<file path="config.mk">
export PLATFORM = sky130hd
export DESIGN_NAME = errq_top
export DESIGN_NICKNAME = d
export VERILOG_FILES = /design/src/rtl/errq_pkg.sv /design/src/rtl/errq_fifo.sv /design/src/rtl/errq_status.sv /design/src/rtl/errq_top.sv
export SDC_FILE = /design/constraint.sdc
export NUM_CORES = 1
export LEC_CHECK = 0
export BUFFER_PORTS_ARGS = -buffer_cell sky130_fd_sc_hd__buf_2
export CAP_MARGIN = 15
export CORE_MARGIN = 10
export CORE_UTILIZATION = 52
export CTS_CLUSTER_DIAMETER = 100
export DETAILED_ROUTE_END_ITERATION = 16
export PLACE_DENSITY = 0.75
export SETUP_SLACK_MARGIN = 0.5
export SLEW_MARGIN = 30
export SYNTH_ARGS = -nofsm -noshare
export SYNTH_HDL_FRONTEND = slang
export SYNTH_SLANG_ARGS = --single-unit
</file>
<file path="constraint.sdc">
create_clock -name clk -period 3.5 [get_ports clk]
set_input_delay 0.7 -clock clk [delete_from_list [all_inputs] [get_ports clk]]
set_output_delay 0.7 -clock clk [all_outputs]
set_load 0.01 [all_outputs]
</file>
<file path="src/rtl/errq_pkg.sv">
package errq_pkg;
  localparam int REG_W     = 32;
  localparam int RID_W     = 16;
  localparam int VALID_BIT = 18;
  localparam int DEC_BASE  = 9;
  localparam int NUM_SEV   = 3;
  localparam int NUM_SRC   = NUM_SEV + 1;  // severities plus overflow
  localparam logic [REG_W-1:0] POP_KEY = '1;

  typedef enum logic [1:0] {
    SEV_COR = 2'd0,
    SEV_NF  = 2'd1,
    SEV_FAT = 2'd2,
    SEV_RSV = 2'd3
  } sev_e;

  typedef enum logic [1:0] {
    A_HEAD = 2'd0,
    A_DEC  = 2'd1,
    A_MASK = 2'd2,
    A_NONE = 2'd3
  } addr_e;

  function automatic logic [NUM_SEV-1:0] sev_onehot(logic [1:0] s);
    logic [NUM_SEV-1:0] v;
    v = '0;
    if (s != SEV_RSV) v[s] = 1'b1;
    return v;
  endfunction

  function automatic logic [REG_W-1:0] head_word(logic vld, logic [RID_W-1:0] rid);
    logic [REG_W-1:0] w;
    w = '0;
    if (vld) begin
      w[VALID_BIT]   = 1'b1;
      w[RID_W-1:0]   = rid;
    end
    return w;
  endfunction

  function automatic logic [REG_W-1:0] dec_word(logic [NUM_SRC-1:0] d);
    logic [REG_W-1:0] w;
    w = '0;
    w[DEC_BASE +: NUM_SRC] = d;
    return w;
  endfunction

  function automatic logic [NUM_SRC-1:0] dec_field(logic [REG_W-1:0] w);
    return w[DEC_BASE +: NUM_SRC];
  endfunction
endpackage

</file>
<file path="src/rtl/errq_fifo.sv">
module errq_fifo #(
  parameter int DEPTH = 8,
  parameter int W     = 16
) (
  input  logic         clk,
  input  logic         rst_n,
  input  logic         push_req,
  input  logic [W-1:0] din,
  input  logic         pop_req,
  output logic         head_valid,
  output logic [W-1:0] head_data,
  output logic         drop
);
  localparam int CW = $clog2(DEPTH + 1);
  localparam int AW = (DEPTH > 1) ? $clog2(DEPTH) : 1;
  localparam logic [CW-1:0] FULL_CNT = CW'(DEPTH);

  logic [W-1:0]  mem [DEPTH];
  logic [AW-1:0] rd_ptr, wr_ptr;
  logic [CW-1:0] count;
  logic          full, empty, push_ok, pop_ok;

  function automatic logic [AW-1:0] next_ptr(logic [AW-1:0] p);
    return (p == AW'(DEPTH - 1)) ? '0 : p + 1'b1;
  endfunction

  assign full    = (count == FULL_CNT);
  assign empty   = (count == '0);
  assign pop_ok  = pop_req && !empty;
  assign push_ok = push_req && (!full || pop_ok);
  assign drop    = push_req && full && !pop_ok;

  always_ff @(posedge clk) begin
    if (!rst_n) begin
      rd_ptr <= '0;
      wr_ptr <= '0;
      count  <= '0;
    end else begin
      if (push_ok) wr_ptr <= next_ptr(wr_ptr);
      if (pop_ok)  rd_ptr <= next_ptr(rd_ptr);
      if (push_ok && !pop_ok)      count <= count + 1'b1;
      else if (pop_ok && !push_ok) count <= count - 1'b1;
    end
  end

  always_ff @(posedge clk) begin
    if (push_ok) mem[wr_ptr] <= din;
  end

  assign head_valid = !empty;
  assign head_data  = empty ? '0 : mem[rd_ptr];

  p_no_overflow_r7: assert property (@(posedge clk) disable iff (!rst_n)
    count <= FULL_CNT);
  p_drop_holds_r7: assert property (@(posedge clk) disable iff (!rst_n)
    drop |=> $stable(count));
  p_pushpop_same_r8: assert property (@(posedge clk) disable iff (!rst_n)
    (push_req && pop_req && head_valid) |=> $stable(count));
endmodule

</file>
<file path="src/rtl/errq_status.sv">
module errq_status
  import errq_pkg::*;
(
  input  logic               clk,
  input  logic               rst_n,
  input  logic [NUM_SRC-1:0] set_vec,
  input  logic [NUM_SRC-1:0] clr_vec,
  input  logic               mask_wr,
  input  logic [REG_W-1:0]   mask_din,
  output logic [NUM_SRC-1:0] dec_q,
  output logic [REG_W-1:0]   mask_q,
  output logic               irq
);
  for (genvar i = 0; i < NUM_SRC; i++) begin : g_bit
    always_ff @(posedge clk) begin
      if (!rst_n)          dec_q[i] <= 1'b0;
      else if (set_vec[i]) dec_q[i] <= 1'b1;
      else if (clr_vec[i]) dec_q[i] <= 1'b0;
    end

    p_set_r4: assert property (@(posedge clk) disable iff (!rst_n)
      set_vec[i] |=> dec_q[i]);
    p_w1c_r5: assert property (@(posedge clk) disable iff (!rst_n)
      (clr_vec[i] && !set_vec[i]) |=> !dec_q[i]);
  end

  always_ff @(posedge clk) begin
    if (!rst_n)       mask_q <= '0;
    else if (mask_wr) mask_q <= mask_din;
  end

  assign irq = |(dec_word(dec_q) & mask_q);

  p_mask_off_r6: assert property (@(posedge clk) disable iff (!rst_n)
    (mask_wr && mask_din == '0) |=> !irq);
endmodule

</file>
<file path="src/rtl/errq_top.sv">
module errq_top
  import errq_pkg::*;
#(
  parameter int DEPTH = 8
) (
  input  logic        clk,
  input  logic        rst_n,
  input  logic        msg_vld,
  input  logic [1:0]  msg_sev,
  input  logic [15:0] msg_rid,
  input  logic        reg_wr,
  input  logic [1:0]  reg_addr,
  input  logic [31:0] reg_wdata,
  output logic [31:0] reg_rdata,
  output logic        irq
);
  logic [NUM_SEV-1:0] sev_hot;
  logic               push_req, pop_req, drop;
  logic               head_valid;
  logic [RID_W-1:0]   head_data;
  logic [NUM_SRC-1:0] set_vec, clr_vec, dec_q;
  logic [REG_W-1:0]   mask_q;
  logic               dec_wr, mask_wr;

  assign sev_hot  = msg_vld ? sev_onehot(msg_sev) : '0;
  assign push_req = |sev_hot;
  assign pop_req  = reg_wr && (reg_addr == A_HEAD) && (reg_wdata == POP_KEY);
  assign dec_wr   = reg_wr && (reg_addr == A_DEC);
  assign mask_wr  = reg_wr && (reg_addr == A_MASK);
  assign set_vec  = {drop, sev_hot};
  assign clr_vec  = dec_wr ? dec_field(reg_wdata) : '0;

  errq_fifo #(.DEPTH(DEPTH), .W(RID_W)) u_fifo (
    .clk        (clk),
    .rst_n      (rst_n),
    .push_req   (push_req),
    .din        (msg_rid),
    .pop_req    (pop_req),
    .head_valid (head_valid),
    .head_data  (head_data),
    .drop       (drop)
  );

  errq_status u_status (
    .clk      (clk),
    .rst_n    (rst_n),
    .set_vec  (set_vec),
    .clr_vec  (clr_vec),
    .mask_wr  (mask_wr),
    .mask_din (reg_wdata),
    .dec_q    (dec_q),
    .mask_q   (mask_q),
    .irq      (irq)
  );

  always_comb begin
    unique case (reg_addr)
      A_HEAD:  reg_rdata = head_word(head_valid, head_data);
      A_DEC:   reg_rdata = dec_word(dec_q);
      A_MASK:  reg_rdata = mask_q;
      default: reg_rdata = '0;
    endcase
  end

  p_empty_reads_zero_r2: assert property (@(posedge clk) disable iff (!rst_n)
    (reg_addr == A_HEAD && !head_valid) |-> reg_rdata == '0);
endmodule

</file>
Word-level counts from Yosys, hierarchy flattened --
Memory sizes are Yosys's and may differ from the RTL's. A register that Yosys moved wholly into a read port is not among the register bits. Index checks and enable logic that the tools add are counted.
Word-level totals: register bits 46, bits in writable memories 128, output and inout port bits 33, word-level logic and storage cells 72, memories 1
Memories:
- u_fifo.mem | depth 8, width 16, rd ports 1, clocked after memory_dff 1, wr ports 1, RTL line errq_fifo.sv:18 | logic [W-1:0] mem [DEPTH];
Cells by class: add/sub/neg operators 4, order comparisons 2, eq/ne operators 7, mux-type cells 24, bitwise gates (word level) 1, reduce and logical (&&, ||, !) cells 25
Operator list (number):
- one-hot mux 32 bit (3 select lines) | 1
- AND 13 x 32 -> 32 bit | 1
- equality test 32 bit, second input constant | 1
- OR reduction 32 bit | 1
- two-way mux 3 bit | 6
- two-way mux 16 bit | 1
- two-way mux 1 bit | 12
- two-way mux 4 bit | 3
- logical AND 1 bit | 11
- nonzero test 2 bit | 5
- adder 3 x 1 -> 3 bit, second input constant | 2
- equality test 3 bit, second input constant | 2
- adder 4 x 1 -> 4 bit, second input constant | 1
- equality test 4 bit, second input constant | 1
- zero test 1 bit | 4
- zero test 4 bit | 1
- subtractor 4 x 1 -> 4 bit, second input constant | 1
- < comparator 2 x 3 -> 1 bit, second input constant | 1
- OR reduction 3 bit | 1
- demux 1 bit (select 2 bit) | 1
- equality test 2 x 1 -> 1 bit, second input constant | 1
- equality test 2 bit, second input constant | 1
- greater-or-equal comparator 2 x 1 -> 1 bit, second input constant | 1
- zero test 2 bit | 1
- other kinds (2) | 2

Logic depth before layout (Yosys ltp) --
Gate-level depths: netlist of the first run.
depth after elaboration 12, mapped depth 13, mapped depth without buffers 12

By module --
A second synthesis of the first run with hierarchy kept.
Unflattened totals: cells, all modules 485, area, all modules 7474.7 um^2
By module, submodules not included:
- errq_fifo | times used 1, cells each 281, area each 5572.8 um^2, sequential area each 4103.9 um^2
- errq_status | times used 1, cells each 118, area each 1398.8 um^2, sequential area each 720.7 um^2
- errq_top | times used 1, cells each 86, area each 503.0 um^2, sequential area each 0.0 um^2

Worst setup path before layout of the first run --
No wires, ideal clock.
path type in2reg, from input port reg_wdata[28], to memory u_fifo.mem[2][0] (enable), setup time 0.431 ns, arrival 3.223 ns, path slack -0.154 ns, stages 5, buffers on the path 0, cell sequence nand4_1 -> nor4_4 -> nand4b_4 -> a31oi_4 -> nor4bb_1
On the way: word-level cells in the longest chain between the ends 7
Ends and longest elaborated chain:
- from (decl) | RTL line errq_top.sv:13 | input logic [31:0] reg_wdata,
- equality test 32 bit | RTL line errq_top.sv:27 | assign pop_req = reg_wr && (reg_addr == A_HEAD) && (reg_wdata == POP_KEY);
- logical AND 1 bit | RTL line errq_top.sv:27
- logical AND 1 bit | RTL line errq_fifo.sv:29 | assign pop_ok = pop_req && !empty;
- logical OR 1 bit | RTL line errq_fifo.sv:30 | assign push_ok = push_req && (!full || pop_ok);
- logical AND 1 bit | RTL line errq_fifo.sv:30
- two-way mux 1 bit | RTL line errq_fifo.sv:47 | if (push_ok) mem[wr_ptr] <= din;
- two-way mux 1 bit (not written as such) | RTL line errq_fifo.sv:47
- to (decl) | RTL line errq_fifo.sv:18
Every way passes these cells.

==> flow_metrics.py, run 1 <==
metrics = {
    "status": {
        "status": "completed",
    },
    "drt": {
        "drt_iter0_drc": 283,
        "firstDrtPassIters": 5,
        "avgViaCountPerCell": 5.64,
        "vias": 4418,
        "drtAntennaViolNets": 0,
        "wl_um": 15700,
        "wl_per_cell_um": 20.0,
        "drc": 0,
    },
    "sta": {
        "clock_skew_ps": 5.84,
        "tns_ps": 0,
        "timing.final.ws_setup_ps": 670,
        "worst_pin_slew_ps": 823,
        "clock.fmax_ghz": 0.353,
        "slew_headroom_pct": 45.1,
        "rsz0062_at_grt": "true",
        "hold_ws_ps": 465,
        "hold_violations": 0,
        "period_share_pct": 80.9,
        "finalSetupViolations": 0,
        "drv_slew": 0,
        "finalCriticalPeriod_ps": 2830,
    },
    "finish": {
        "syn2layout_area_growth_pct": 19.1,
        "drive_gt1_share_pct": 30.4,
        "fin_area_um2": 8660,
        "fin_nets": 653,
    },
    "setup_path": {
        "cp_max_fo": 9,
        "crit_arrival_ps": 2130,
        "end_kind": "output port",
        "worstSetupStartpointType": "flip-flop",
        "required_ps": 2800,
        "slowest_stage": "mux4_2",
        "cp_cell_sequence": "buf_6 > mux4_2 > mux2i_2 > o21ai_0 > buf_2",
        "slowest_delay_ps": 530,
        "worst-path-buf-inv": 2,
        "r2r-start": "u_fifo.count[0]",
        "reg2reg_slack_ps": 680,
        "crit_type": "reg -> out",
        "r2r_cells": 12,
        "crit_family": "multiplexers",
        "timing.rr.end": "u_fifo.count[3]",
    },
    "placed_design": {
        "placed_cell_area_um2": 8030,
        "post-dp-hpwl_um": 10600,
        "dp_worst_setup_slack_ps": 308,
        "gp_congestion": 0.905,
        "port_buffers": 88,
    },
    "global_route": {
        "grt_max_degree": 50,
        "grt_remaining_overflow": 0,
        "grt_pass1_wl_um": 24800,
        "antenna_found_initial": 2,
        "grt_usage_pct": 16.4,
        "grt_pass1_vias": 4526,
    },
    "yosys": {
        "synth_edf_count": 128,
        "netlist_area_um2": 7270,
        "ys_types": 42,
        "synthTopCellsByArea": "edfxtp_1 (53%), dfxtp_1 (13%), mux4_2 (9.9%)",
        "synth.avg_cell_area_um2": 14.8,
        "synthArstFlopShare_pct": 0,
        "synth-main-ff-cell": "edfxtp_1",
        "synth_top_cell_area_share_pct": 52.9,
        "ys_seq_elements": 177,
        "synthTopCellsByCount": "edfxtp_1 (128), nand2_1 (90), dfxtp_1 (49)",
        "yosysSeqAreaShare_pct": 66.4,
        "postSynthNetCount": 554,
        "syn_inst": 490,
        "synth_most_common_cell": "edfxtp_1",
        "yosysTopAreaCell": "edfxtp_1",
        "yosysWarnings": 0,
    },
    "floorplan": {
        "die_x_um": 138,
        "rows": 43,
        "dieArea_um2": 19100,
        "ios": 89,
        "die_y_um": 138,
        "start_util_pct": 52.8,
        "core_um2": 13800,
    },
    "cts": {
        "h-tree-depth": 4,
        "cts_root_buffer": "clkbuf_16",
        "clkSinkCount": 177,
        "postCtsSetupBuffers": 0,
        "insertion_delay_ps": 420,
        "ctsHoldBuffers": 0,
        "clk_path_buf_depth": 2,
        "cts_inserted_buffers": 17,
        "clkTransAtPathRegs_ps": 60,
        "cts_tree": "yes",
    },
    "power_and_ir_drop": {
        "leakage_nw": 3.08,
        "p_per_area_nw_per_um2": 533,
        "ir_drop_v": 0.000379,
        "finalPower_mw": 4.61,
    },
    "worst_hold_path": {
        "min_path_cells": 2,
        "min_from": "u_status.mask_q[17]",
        "hp-class": "reg -> reg",
        "holdPathEnd": "u_status.mask_q[17]",
    },
    "flow_run": {
        "maxCapViolCount": 0,
    },
}
sequential cells by signal (all words and copies together) (netlist names), named ones only:
register,count
u_fifo.count,4
u_fifo.mem,128
u_fifo.rd_ptr,3
u_fifo.wr_ptr,3
u_status.dec_q,4
u_status.mask_q,32
kinds of logic after synthesis:
family / after synthesis / share of synthesized area [%]
DFF: 177 / 66.4
and+or+nand+nor: 149 / 10.5
AOI/OAI and AO/OA: 67 / 6.51
muxes: 54 / 12.9
buffers and inverters: 32 / 1.81
adders and majority gates: 8 / 1.48
xor gates and xnor gates: 3 / 0.362
tightest hold or removal path: cells and delay by family, from the launching register on:
kind	cells	cell delay [ps]
compound gates	1	60
flops	1	310
simple gates	1	50
power by group:
group	internal, mW	total (mW)	switching (mW)
Sequential	2.31	2.35	0.0371
Clock	1.18	1.92	0.739
Combinational	0.144	0.339	0.195
cell type report:
cell class	count	area (um^2)
clock inverter	13	168
tap	180	225
sequential	177	4830
inverter	4	15.0
clock buffer	19	433
timing repair buffer	108	627
fill	1022	5120
antenna	2	5.00
multi-input combinational	281	2350
layout by cell type, fill, tap and decap left out, drive strengths merged, types with 18 or more instances in the layout:
cell and instances:
a21boi 35, and2 18, buf 108, clkbuf 19, dfxtp 49, edfxtp 128
mux2i 22, mux4 32, nand2 90, o21ai 19
how the worst max path moves through the flow:
stage / startpoint / endpoint / slack (ps) / cells after the start
after global placement: reg_wr / u_fifo.count[3] / 390 / 13
after floorplan: reg_wdata[7] / u_fifo.count[3] / 500 / 13
after global routing: u_fifo.count[2] / u_fifo.count[3] / 470 / 12
after CTS: flip-flop / reg_rdata[9] / 510 / 5
final: flip-flop / reg_rdata[6] / 670 / 5
after detailed placement: reg_wr / u_fifo.count[3] / 310 / 13
what timing repair did:
| item | CTS | global route |
|---|---|---|
| resized for setup | 1 | 7 |
| setup endpoints to repair | 1 | 7 |
| cloned | 0 | 0 |
| pin swaps | 0 | 0 |
metal layers:
| layer | GRT usage, % | part of all wire [%] | up-vias |
|---|---|---|---|
| li1 | - | - | 2048 |
| met1 | 21.0 | 45 | 2177 |
| met2 | 24.9 | 46 | 159 |
| met3 | 5.31 | 6.4 | 34 |
| met4 | 7.33 | 2.8 | 0 |
| met5 | 0 | 0 | - |
per-stage QoR:
| stage | instances | utilization [%] |
|---|---|---|
| 6_report | 784 | 62.8 |
| 5_1_grt | 782 | 62.8 |
| 4_1_cts | 782 | 62.7 |
| 3_5_place_dp | 750 | 58.3 |
| 3_3_place_gp | 750 | 58.3 |
| 2_1_floorplan | 490 | - |
No activity file was read; power rests on OpenSTA's default activity.
==> run 2: changes to the inputs <==
Clock period 3.5 ns to 2.5 ns, I/O delays scaled along.
==> run 2 against run 1 <==
  * The flow now finishes with violations (setup timing)
  * Die area unchanged
  * Global-route usage increased by 2.5 points
  * Cell count up 10%
  * Total power grew 51%
  * Largest cell class unchanged
  * Largest power group unchanged
  * Highest routed layer unchanged
==> flow_metrics.py, run 2 (synthesis gave the netlist of run 1 again) <==
metrics = {
    "status": {
        "status": "finished with violations",
        "violations": "setup timing",
    },
    "drt": {
        "drtAntennaViolNets": 0,
        "wl_per_cell_um": 21.5,
        "vias": 4869,
        "avgViaCountPerCell": 5.64,
        "wl_um": 18500,
        "firstDrtPassIters": 5,
        "drt_iter0_drc": 376,
        "drc": 0,
    },
    "cts": {
        "clk_path_buf_depth": 2,
        "cts_tree": "yes",
        "cts_root_buffer": "clkbuf_16",
        "cts_inserted_buffers": 17,
        "insertion_delay_ps": 440,
        "clkSinkCount": 177,
        "clkTransAtPathRegs_ps": 70,
        "h-tree-depth": 4,
    },
    "sta": {
        "hold_ws_ps": 316,
        "hold_violations": 0,
        "timing.final.ws_setup_ps": -185,
        "rsz0062_at_grt": "true",
        "slew_headroom_pct": 51.7,
        "period_share_pct": 107,
        "worst_pin_slew_ps": 725,
        "clock.fmax_ghz": 0.372,
        "drv_slew": 0,
        "finalSetupViolations": 17,
        "finalCriticalPeriod_ps": 2680,
        "clock_skew_ps": 8.94,
    },
    "power_and_ir_drop": {
        "p_per_area_nw_per_um2": 709,
        "finalPower_mw": 6.97,
        "ir_drop_v": 0.000626,
        "leakage_nw": 3.64,
    },
    "placed_design": {
        "port_buffers": 88,
        "dpl.cell_count": 801,
        "post-dp-hpwl_um": 11700,
        "gp_congestion": 0.940,
    },
    "finish": {
        "fin_nets": 734,
        "layout_commonest_cell": "edfxtp_1",
        "reg_top3": "u_fifo.mem x128, u_status.mask_q x32",
        "fillCellCount": 830,
        "post-route-util_pct": 71.3,
        "largest_reg_flops": 128,
        "final_cell_mix": "edfxtp_1 (128), nand2_1 (90), buf_2 (88)",
        "syn2layout_area_growth_pct": 35.2,
        "final_cells": 864,
        "top_register": "u_fifo.mem",
        "drive_gt1_share_pct": 42.6,
    },
    "floorplan": {
        "dieArea_um2": 19100,
        "core_um2": 13800,
        "die_y_um": 138,
        "die_x_um": 138,
        "rows": 43,
        "start_util_pct": 52.8,
        "ios": 89,
    },
    "global_route": {
        "grt_max_degree": 50,
        "grt_remaining_overflow": 0,
        "grt_pass1_wl_um": 28200,
        "grt_use_met3_pct": 6.54,
        "use_met1_pct": 22.0,
        "grt_usage_pct": 18.9,
        "grt_pass1_vias": 5065,
        "antenna_found_initial": 1,
        "grt.busiest_layer": "met2",
        "use_met2_pct": 31.4,
    },
    "setup_path": {
        "end_kind": "flip-flop",
        "crit_arrival_ps": 3040,
        "cp_max_fo": 4,
        "worstSetupStartpointType": "flip-flop",
        "required_ps": 2860,
        "crit_type": "reg -> reg",
    },
    "worst_hold_path": {
        "hp-class": "in -> reg",
    },
    "flow_run": {
        "maxCapViolCount": 0,
    },
}
## run 2: worst paths after layout
kind / end / slack, ps / from / cells after the start
worst min register to register: u_status.mask_q[28] / 460 / u_status.mask_q[28] / 2
worst min-delay path: u_status.mask_q[17] / 320 / reg_wdata[17] / 3
worst max-delay path: u_fifo.count[3] / -180 / u_fifo.count[1] / 12
worst max register to register: u_fifo.count[3] / -180 / u_fifo.count[1] / 12
## run 2: area by class of cell
| type | count | area (um^2) | area share, % |
|---|---|---|---|
| Antenna cell | 1 | 2.50 | 0.0255 |
| Clock inverter | 15 | 236 | 2.41 |
| Multi-Input combinational cell | 281 | 2490 | 25.4 |
| Clock buffer | 17 | 425 | 4.33 |
| Sequential cell | 177 | 4830 | 49.2 |
| Inverter | 4 | 17.5 | 0.178 |
| Timing Repair Buffer | 189 | 1590 | 16.2 |
| Tap cell | 180 | 225 | 2.29 |
## run 2: repair_timing
| action | in CTS | in global routing |
|---|---|---|
| hold buffers | 0 | 0 |
| endpoints found under the setup margin | 155 | 155 |
| pin swaps | 8 | 8 |
| setup buffers | 16 | 8 |
| gates resized for setup | 58 | 23 |
| hold endpoints to repair | 0 | 0 |
| cloned | 4 | 2 |
## run 2: critical path, stage by stage (launching register included)
cell	delay (ps)
dfxtp_2	360
nor3_4	50
a211o_4	350
nand4b_4	200
a31oi_4	220
ha_4	190
inv_4	60
ha_4	200
a21o_1	200
a21oi_4	170
xnor2_2	80
or3_1	370
a21boi_1	150
## run 2: power by group
part           switching, mW  internal [mW]  total (mW)
registers             0.0491           3.24        3.29
clock network           1.22           1.73        2.95
logic                  0.365          0.371       0.736
total                   1.63           5.34        6.97
## run 2: per-layer routing
layer	vias up	part of all wire (%)
li1	2210	-
met1	2419	40
met2	201	50
met3	39	7.3
met4	0	2.3
met5	-	0
## run 2: stage by stage
step	TNS, ps	area (um^2)	setup WS, ps
4_1_cts	-1360	9600	-115
3_5_place_dp	-2840	8560	-415
3_3_place_gp	-1270	8560	-294
6_report	-1430	9830	-185
2_1_floorplan	-244	7340	-243
5_1_grt	-2690	9820	-257
